$ cat config.mk
export PLATFORM = sky130hd
export DESIGN_NAME = const_lut_mul
export DESIGN_NICKNAME = d
export VERILOG_FILES = /design/src/rtl/const_lut_mul.sv
export SDC_FILE = /design/constraint.sdc
export NUM_CORES = 1
export LEC_CHECK = 0
export ABC_AREA = 0
export BUFFER_PORTS_ARGS = -buffer_cell sky130_fd_sc_hd__buf_2
export CORE_MARGIN = 2
export CORE_UTILIZATION = 50
export CTS_BUF_LIST = sky130_fd_sc_hd__clkbuf_4 sky130_fd_sc_hd__clkbuf_8
export CTS_CLUSTER_SIZE = 16
export DETAILED_ROUTE_END_ITERATION = 10
export PLACE_DENSITY = 0.76
export SLEW_MARGIN = 20
export SYNTH_ARGS = -nofsm -noshare
export SYNTH_HDL_FRONTEND = slang
export SYNTH_SLANG_ARGS = --single-unit
$ cat constraint.sdc
create_clock -name clk -period 0.8 [get_ports clk]
set_input_delay 0.04 -clock clk [delete_from_list [all_inputs] [get_ports clk]]
set_output_delay 0.04 -clock clk [all_outputs]
set_load 0.01 [all_outputs]
$ cat src/rtl/const_lut_mul.sv
module const_lut_mul #(
  parameter int COEF_W = 12,
  parameter int IN_W   = 7,
  parameter logic [COEF_W-1:0] COEF = 12'd2731,
  parameter bit REGISTER_OUT = 1'b1
) (
  input  logic                   clk,
  input  logic                   rst_n,
  input  logic [IN_W-1:0]        x_in,
  output logic [COEF_W+IN_W-1:0] prod_out
);
  localparam int FW   = IN_W - 1;
  localparam int NODD = 1 << (FW - 1);
  localparam int TW   = COEF_W + FW;
  localparam int PW   = COEF_W + IN_W;
  localparam int SW   = $clog2(FW);

  logic          top;
  logic [FW-1:0] low, fold, odd_val, addr;
  logic [SW-1:0] tz, shamt;
  logic          special, zero_word;
  logic [TW-1:0] word;
  logic [TW-1:0] stage [0:SW];
  logic [TW-1:0] table_mem [0:NODD];
  logic [PW-1:0] base, prod_c;

  assign top  = x_in[IN_W-1];
  assign low  = x_in[FW-1:0];
  assign fold = top ? low : (~low + FW'(1));

  assign special   = (fold == '0) && !top;
  assign zero_word = (fold == '0) && top;

  always_comb begin
    tz = '0;
    for (int k = FW - 1; k >= 0; k--)
      if (fold[k]) tz = SW'(k);
  end

  assign odd_val = fold >> tz;
  assign addr    = special ? FW'(NODD) : {1'b0, odd_val[FW-1:1]};
  assign shamt   = special ? SW'(FW - 1) : tz;

  for (genvar i = 0; i < NODD; i++) begin : g_odd
    assign table_mem[i] = TW'(COEF) * TW'(2 * i + 1);
  end
  assign table_mem[NODD] = TW'(COEF) << 1;

  assign word     = zero_word ? '0 : table_mem[addr];
  assign stage[0] = word;
  for (genvar s = 0; s < SW; s++) begin : g_shift
    assign stage[s+1] = shamt[s] ? (stage[s] << (1 << s)) : stage[s];
  end

  assign base   = PW'(COEF) << FW;
  assign prod_c = top ? base + PW'(stage[SW]) : base - PW'(stage[SW]);

  if (REGISTER_OUT) begin : g_reg
    always_ff @(posedge clk or negedge rst_n)
      if (!rst_n) prod_out <= '0;
      else        prod_out <= prod_c;
  end else begin : g_comb
    assign prod_out = prod_c;
  end
endmodule


==> results.toml, run 1 <==
[synth]
synth_xor_area_frac = 0.03357
post-synth-top-count-cell = "a21oi_1"
netlist_instances = 365
synth-adder-area-share = 0.05144
ys_warn_count = 0
ys_seq_area_frac = 0.1656
ys_seq_elements = 19
synth.avg_cell_area_um2 = 7.864
synth_top_family_by_area = "compound AO/OA/AOI/OAI gates"
synth_edf_count = 0
synth.area.top_cells = "dfrtp_1 (17%), a21oi_1 (5.4%), ha_1 (4.8%)"
synthMuxAreaShare = 0.02223
synth_area_leader_cell = "dfrtp_1"
synth.top_cells.by_count = "a21oi_1 (31), nand2_1 (30), nor2_1 (26)"
synthSimpleGateAreaFrac = 0.2402
synth_compound_area_frac = 0.4180
synth-main-ff-cell = "dfrtp_1"
synth.distinct_cells = 88
syn_area_um2 = 2870
synth_top_area_share = 0.1656
async_reset_ff_frac = 1.000
synth_nets = 385

[timing]
endpoint_type = "sequential cell input"
crit_endpoint = "prod_out[18]$_DFF_PN0_/D"

[floorplanning]
num_io_pins = 28
initial_core_util = 0.5181
fp.dieW_um = 79.77
fp-row-count = 27
dieHeight_um = 79.77

[clock_tree]
cts_max_path_buffers = 2
htree_num_levels = 1
cts_buffers = 3
cts-root-buf = "clkbuf_8"
cts_sinks = 19

[placement]
routabilityCongestion = 1.042
hpwlAfterDp_um = 9162
numPortBuffers = 27

[run_status]
failing_step = "global routing (5_1_grt)"
outcome = "did not finish"
error = "[ERROR GRT-0232] Routing congestion too high. Check the congestion heatmap in the GUI."

[global_routing]
grt_max_degree = 20
gr-total-overflow = 22
grt_usage = 0.7695
## per-layer routing
metal,overflow,GRT usage
met1,0,0.7583
met2,8,0.9261
met3,0,0.6572
met4,14,0.7525
met5,0,0.2182
## metrics by stage
step | std cells | cell area (um^2) | hold slack (ns) | worst slack, ns
floorplan | 365 | 3059 | -0.2556 | -3.477
global placement | 604 | 4322 | -0.02048 | -3.094
detailed placement | 604 | 4322 | -0.007350 | -3.240
CTS | 624 | 4808 | 0.2337 | -2.809
## cells by family after synthesis
kind of cell               count (synthesis)
xor gates and xnor gates                  11
and+or+nand+nor                          129
buffers and inverters                     38
DFF                                       19
AOI/OAI and AO/OA                        151
muxes                                      5
adders and majority gates                 12
## what timing repair did
item	in CTS
gates resized for setup	62
hold buffers	1
endpoints found under the setup margin	27
pin swaps	15
endpoints found under the hold margin	19
buffers inserted	15
==> run 2: changes to the inputs <==
--- a/config.mk
+++ b/config.mk
@@ -8,11 +8,9 @@
 export ABC_AREA = 0
 export BUFFER_PORTS_ARGS = -buffer_cell sky130_fd_sc_hd__buf_2
 export CORE_MARGIN = 2
-export CORE_UTILIZATION = 50
-export CTS_BUF_LIST = sky130_fd_sc_hd__clkbuf_4 sky130_fd_sc_hd__clkbuf_8
-export CTS_CLUSTER_SIZE = 16
+export CORE_UTILIZATION = 35
 export DETAILED_ROUTE_END_ITERATION = 10
-export PLACE_DENSITY = 0.76
+export PLACE_DENSITY_LB_ADDON = 0.15
 export SLEW_MARGIN = 20
 export SYNTH_ARGS = -nofsm -noshare
 export SYNTH_HDL_FRONTEND = slang
==> run 2 against run 1 <==
Area after synthesis is the same. Synthesized cell count is the same. The flow now finishes, with violations (negative setup slack).
==> results.toml, run 2 <==
[critical_path]
crit_path_start_kind = "primary input"
crit_arrival_ns = 3.81
slowest_stage = "ha_4"
cpMostUsedCell = "a21oi_4"
crit_family = "compound AO/OA/AOI/OAI gates"
critPathMaxStageDelay_ns = 0.32
cp-startpoint = "x_in[0]"
critPathRequiredTime_ns = 0.98
critical_path.cell_chain = "buf_8, buf_4, buf_6, or2_2, a21oi_2, o21a_1, a21oi_4, a22oi_2, inv_2, ha_4, nor3_4, o21bai_4, a21oi_4, a21oi_4, or2_4, o21ai_4, ha_4, inv_4, o311ai_4, a31oi_1, o221ai_2, xor2_1"
path_buf_inv = 5
crit_end = "prod_out[16]"
cp-end-kind = "flop"
path_max_fanout = 14
cp_num_cells = 22
path_class = "in2reg"

[timing]
rsz0062_at_grt = "true"
max_freq_ghz = 0.2761
post-route-min-period_ns = 3.622
finalCritPeriodShare = 4.527
relSlewSlack = 0.7015
tightest_slew_ns = 0.4478
hold_viol = 0
finalMaxSlewViolations = 0
setup_viol = 19
fin_ws_ns = -2.822

[clock_tree]
cts_buffers = 3
clkTransAtPathRegs_ns = 0.06
htree_num_levels = 1
cts-root-buf = "clkbuf_8"
cts_tree = "built"
cts_sinks = 19
cts_max_path_buffers = 2

[floorplanning]
coreArea_um2 = 8093
num_io_pins = 28
fp.dieW_um = 94.56
fp-row-count = 33
initial_core_util = 0.3547
dieHeight_um = 94.56
die_area_um2 = 8941

[routing]
viasPerCell = 5.589
antenna_left = 0
dr_total_vias = 3756
dr.pass1.iters = 5
drc_errors = 0
drt_iter0_markers = 194
wl_per_cell_um = 17.60
routed_wl_um = 11830

[placement]
numPortBuffers = 27
hpwlAfterDp_um = 8959
routabilityCongestion = 0.9646

[layout]
layout-drive-gt1-share = 0.5979
layout_common_cells = "buf_4 (168), nand2_1 (27), buf_6 (26)"
diodes = 0
top_register = "prod_out"
area_delta_synth_final_pct = 82.43
fin_util = 0.6470
top_regs = "prod_out: 19 flops"
layout_commonest_cell = "buf_4"
largest_reg_flops = 19
nets = 588
multi_input_area_um2 = 2781
seqCellArea_um2 = 475.5
fill_cells = 674

[synth]
synth.area.top_cells = "dfrtp_1 (17%), a21oi_1 (5.4%), ha_1 (4.8%)"
synth-main-ff-cell = "dfrtp_1"
ys_seq_elements = 19
synth_top_area_share = 0.1656
syn_area_um2 = 2870
ys_seq_area_frac = 0.1656
post-synth-top-count-cell = "a21oi_1"
ys_warn_count = 0
synth_edf_count = 0
synth_area_leader_cell = "dfrtp_1"
synth.distinct_cells = 88
synth_nets = 385
synth.avg_cell_area_um2 = 7.864
synth.top_cells.by_count = "a21oi_1 (31), nand2_1 (30), nor2_1 (26)"
async_reset_ff_frac = 1.000
netlist_instances = 365

[run]
max_cap_viol_count = 0

[run_status]
outcome = "finished with violations"
violations = "negative setup slack"

[global_routing]
grt_pass1_vias = 3651
grt_usage = 0.2626
grt_pass1_wl_um = 18420
gr-total-overflow = 0
antenna_found_initial = 0
grt_max_degree = 20

[power]
p_per_area_nw_per_um2 = 1941
power.leakage_nw = 2.216
total_power_w = 0.01017
vdd_drop_max_mv = 0.7526

[min_path]
hold_class = "in2async"
run 2: cell counts after synthesis:
No cell type changed its count.
run 2: worst min path at each step:
stage	slack (ns)	start	cells after the start	to
after floorplan	-0.26	rst_n	0	prod_out[0]
after global placement	-0.01	rst_n	1	prod_out[0]
after detailed placement	-0.007	rst_n	1	prod_out[3]
after CTS	0.25	rst_n	2	prod_out[3]
after global routing	0.28	x_in[0]	3	prod_out[0]
final	0.24	rst_n	2	prod_out[1]
run 2: kinds of logic (layout without fill, tap and decap cells):
family	after synthesis	count (layout)	synth area share
flip-flops	19	19	0.1657
multiplexers	5	5	0.02223
AND/OR/NAND/NOR	129	129	0.2402
XOR/XNOR	11	11	0.03356
AO/OA/AOI/OAI	151	151	0.4181
buffers and inverters	38	240	0.06887
adder cells (fa/ha/maj)	12	12	0.05144
run 2: stage by stage:
stage	instance area (um^2)	TNS, ns	hold WS [ns]	std cells	setup WS, ns
floorplan	3059	-50.44	-0.2556	365	-3.477
global placement	4355	-51.08	-0.01162	636	-3.259
detailed placement	4355	-52.09	-0.007226	636	-3.321
CTS	4947	-42.99	0.2514	659	-2.815
global route	5236	-46.53	0.2830	672	-2.956
finish	5236	-43.83	0.2359	672	-2.822
run 2: final cells by class:
| class | instances | share of cell area |
|---|---|---|
| Clock buffer | 4 | 0.008602 |
| Timing Repair Buffer | 220 | 0.3307 |
| Tap cell | 105 | 0.02509 |
| Inverter | 16 | 0.01362 |
| Sequential cell | 19 | 0.09080 |
| Multi-Input combinational cell | 308 | 0.5312 |
run 2: routing by layer:
metal / vias up / share of wire / global-route usage
li1: 1805 / - / -
met1: 1761 / 0.44 / 0.3483
met2: 152 / 0.46 / 0.4256
met3: 38 / 0.062 / 0.03192
met4: 0 / 0.037 / 0.1196
met5: - / 0 / 0
run 2: where the power goes:
part | total [W] | internal (W) | switching (W)
Sequential | 0.00146 | 0.00136 | 0.0000961
Combinational | 0.00806 | 0.00409 | 0.00397
Clock | 0.000654 | 0.000354 | 0.000300
Total | 0.0102 | 0.00580 | 0.00437
run 2: timing repair:
item,in CTS,in global routing
buffers inserted,22,15
endpoints found under the setup margin,19,36
gates resized for setup,87,40
pin swaps,48,39
hold buffers,1,0
endpoints found under the hold margin,19,0
Power figures use the tool's default switching activity.
==> run 3: changes to the inputs <==
--- a/config.mk
+++ b/config.mk
@@ -10,6 +10,7 @@
 export CORE_MARGIN = 2
 export CORE_UTILIZATION = 35
 export DETAILED_ROUTE_END_ITERATION = 10
+export GPL_TIMING_DRIVEN = 0
 export PLACE_DENSITY_LB_ADDON = 0.15
 export SLEW_MARGIN = 20
 export SYNTH_ARGS = -nofsm -noshare
==> constraint.sdc (replaced) <==
create_clock -name clk -period 4.15 [get_ports clk]
set_input_delay 0.2075 -clock clk [delete_from_list [all_inputs] [get_ports clk]]
set_output_delay 0.2075 -clock clk [all_outputs]
set_load 0.01 [all_outputs]
==> run 3 against run 2 <==
The run now ends clean. Non-clock buffer count fell by 119. Worst hold slack improved by 0.18 ns. Global-route usage fell by 4.0 points. Critical path depth rose by 2. Cell count fell by 18%. First-iteration DRC count rose by 39%. Count of clock-buffer cells in the layout fell by 1. Flip-flop and latch count did not move. Critical endpoint unchanged. Largest cell class unchanged.
==> results.toml, run 3 (same netlist as run 2, synthesis figures left out) <==
[clock_tree]
cts_sinks = 19
htree_num_levels = 1
cts_buffers = 3
cts_max_path_buffers = 2
cts-root-buf = "clkbuf_8"
clkTransAtPathRegs_ns = 0.06
cts_tree = "built"

[routing]
wl_per_cell_um = 18.10
drc_errors = 0
drt_iter0_markers = 270
routed_wl_um = 10010
antenna_left = 0
dr.pass1.iters = 6
dr_total_vias = 3347
viasPerCell = 6.052

[layout]
layout_common_cells = "buf_4 (58), nand2_1 (29), buf_2 (26)"
design_area_um2 = 4025
layout-drive-gt1-share = 0.4152
top_register = "prod_out"
diodes = 0
fin_util = 0.4974
area_delta_synth_final_pct = 40.24
layout_commonest_cell = "buf_4"
top_regs = "prod_out: 19 flops"
fill_cells = 835
largest_reg_flops = 19
seqCellArea_um2 = 475.5
multi_input_area_um2 = 2550
nets = 469

[timing]
post-route-min-period_ns = 4.042
finalCritPeriodShare = 0.9741
max_freq_ghz = 0.2474
tightest_slew_ns = 0.6402
setup_viol = 0
rsz0062_at_grt = "true"
relSlewSlack = 0.5692
hold_viol = 0
finalMaxSlewViolations = 0

[global_routing]
grt_pass1_vias = 3036
grt_pass1_wl_um = 15930
grt_usage = 0.2228
gr-total-overflow = 0
grt_max_degree = 20
antenna_found_initial = 0

[floorplanning]
coreArea_um2 = 8093
die_area_um2 = 8941
initial_core_util = 0.3547
fp.dieW_um = 94.56
fp-row-count = 33
num_io_pins = 28
dieHeight_um = 94.56

[critical_path]
crit_end = "prod_out[16]"
cp-end-kind = "flop"
crit_path_start_kind = "primary input"
crit_arrival_ns = 4.21
cp-startpoint = "x_in[0]"
path_max_fanout = 6
critPathRequiredTime_ns = 4.32
path_class = "in2reg"

[run]
max_cap_viol_count = 0

[placement]
dpl_cell_area_um2 = 3266
numPortBuffers = 26
routabilityCongestion = 0.9659
hpwlAfterDp_um = 7136

[run_status]
outcome = "completed"

[power]
p_per_area_nw_per_um2 = 372.1
vdd_drop_max_mv = 0.1459
total_power_w = 0.001498
power.leakage_nw = 1.582

[min_path]
hold_class = "in2async"
==> run 3: final cells by class <==
| cell class | count | area share |
|---|---|---|
| Multi-Input combinational cell | 308 | 0.6335 |
| Timing Repair Buffer | 85 | 0.1520 |
| Buffer | 16 | 0.03357 |
| Tap cell | 105 | 0.03264 |
| Sequential cell | 19 | 0.1181 |
| Inverter | 16 | 0.01865 |
| Clock buffer | 3 | 0.01026 |
| Clock inverter | 1 | 0.001243 |
==> run 3: worst max-delay path, stage by stage <==
cell and delay [ns]:
buf_8 0.10, buf_12 0.12, clkinv_8 0.04, ha_4 0.16, buf_8 0.13, or3b_4 0.39
a31oi_4 0.18, o21a_1 0.18, a21oi_2 0.08, a22oi_2 0.26, inv_2 0.09, ha_4 0.33
nor3_4 0.04, o21bai_4 0.18, a21oi_4 0.17, a21oi_2 0.08, or2_4 0.26, o21ai_4 0.19
ha_2 0.20, inv_2 0.05, o311ai_4 0.22, a31oi_1 0.14, o221ai_2 0.23, xor2_1 0.17
==> run 3: repair_timing <==
item | in CTS | in global routing
gates resized for setup | 43 | 32
hold endpoints to repair | 19 | 0
gates cloned | 1 | 0
pin swaps | 26 | 20
setup endpoints to repair | 14 | 9
setup buffers | 42 | 15
hold buffers | 1 | 0
==> run 3: where the power goes <==
group	switching [W]	internal, W	leakage (nW)
Clock	0.0000534	0.0000664	0.0255
Combinational	0.000624	0.000478	1.33
Sequential	0.0000143	0.000262	0.224
==> run 3: how the worst min path moves through the flow <==
| stage | end | slack (ns) | cells after the start |
|---|---|---|---|
| CTS | prod_out[15] | 0.42 | 2 |
| global placement | prod_out[0] | 0.15 | 1 |
| detailed placement | prod_out[0] | 0.16 | 1 |
| finish | prod_out[3] | 0.42 | 2 |
| floorplan | prod_out[0] | -0.09 | 0 |
| global route | prod_out[2] | 0.47 | 2 |
==> run 3: layer usage <==
metal | wire length [um] | global-route usage
met1 | 4409 | 0.3183
met2 | 4750 | 0.3655
met3 | 659 | 0.009577
met4 | 191 | 0.06280
met5 | 0 | 0
==> run 3: through the flow <==
stage	TNS, ns	setup WS, ns	cells	hold WS, ns
5_1_grt	-0.07584	-0.06464	553	0.4655
2_1_floorplan	-1.217	-0.3165	365	-0.08809
6_report	0	0.1076	553	0.4176
3_5_place_dp	-10.06	-1.177	496	0.1580
3_3_place_gp	-10.28	-1.192	496	0.1527
4_1_cts	0	0.005121	542	0.4242
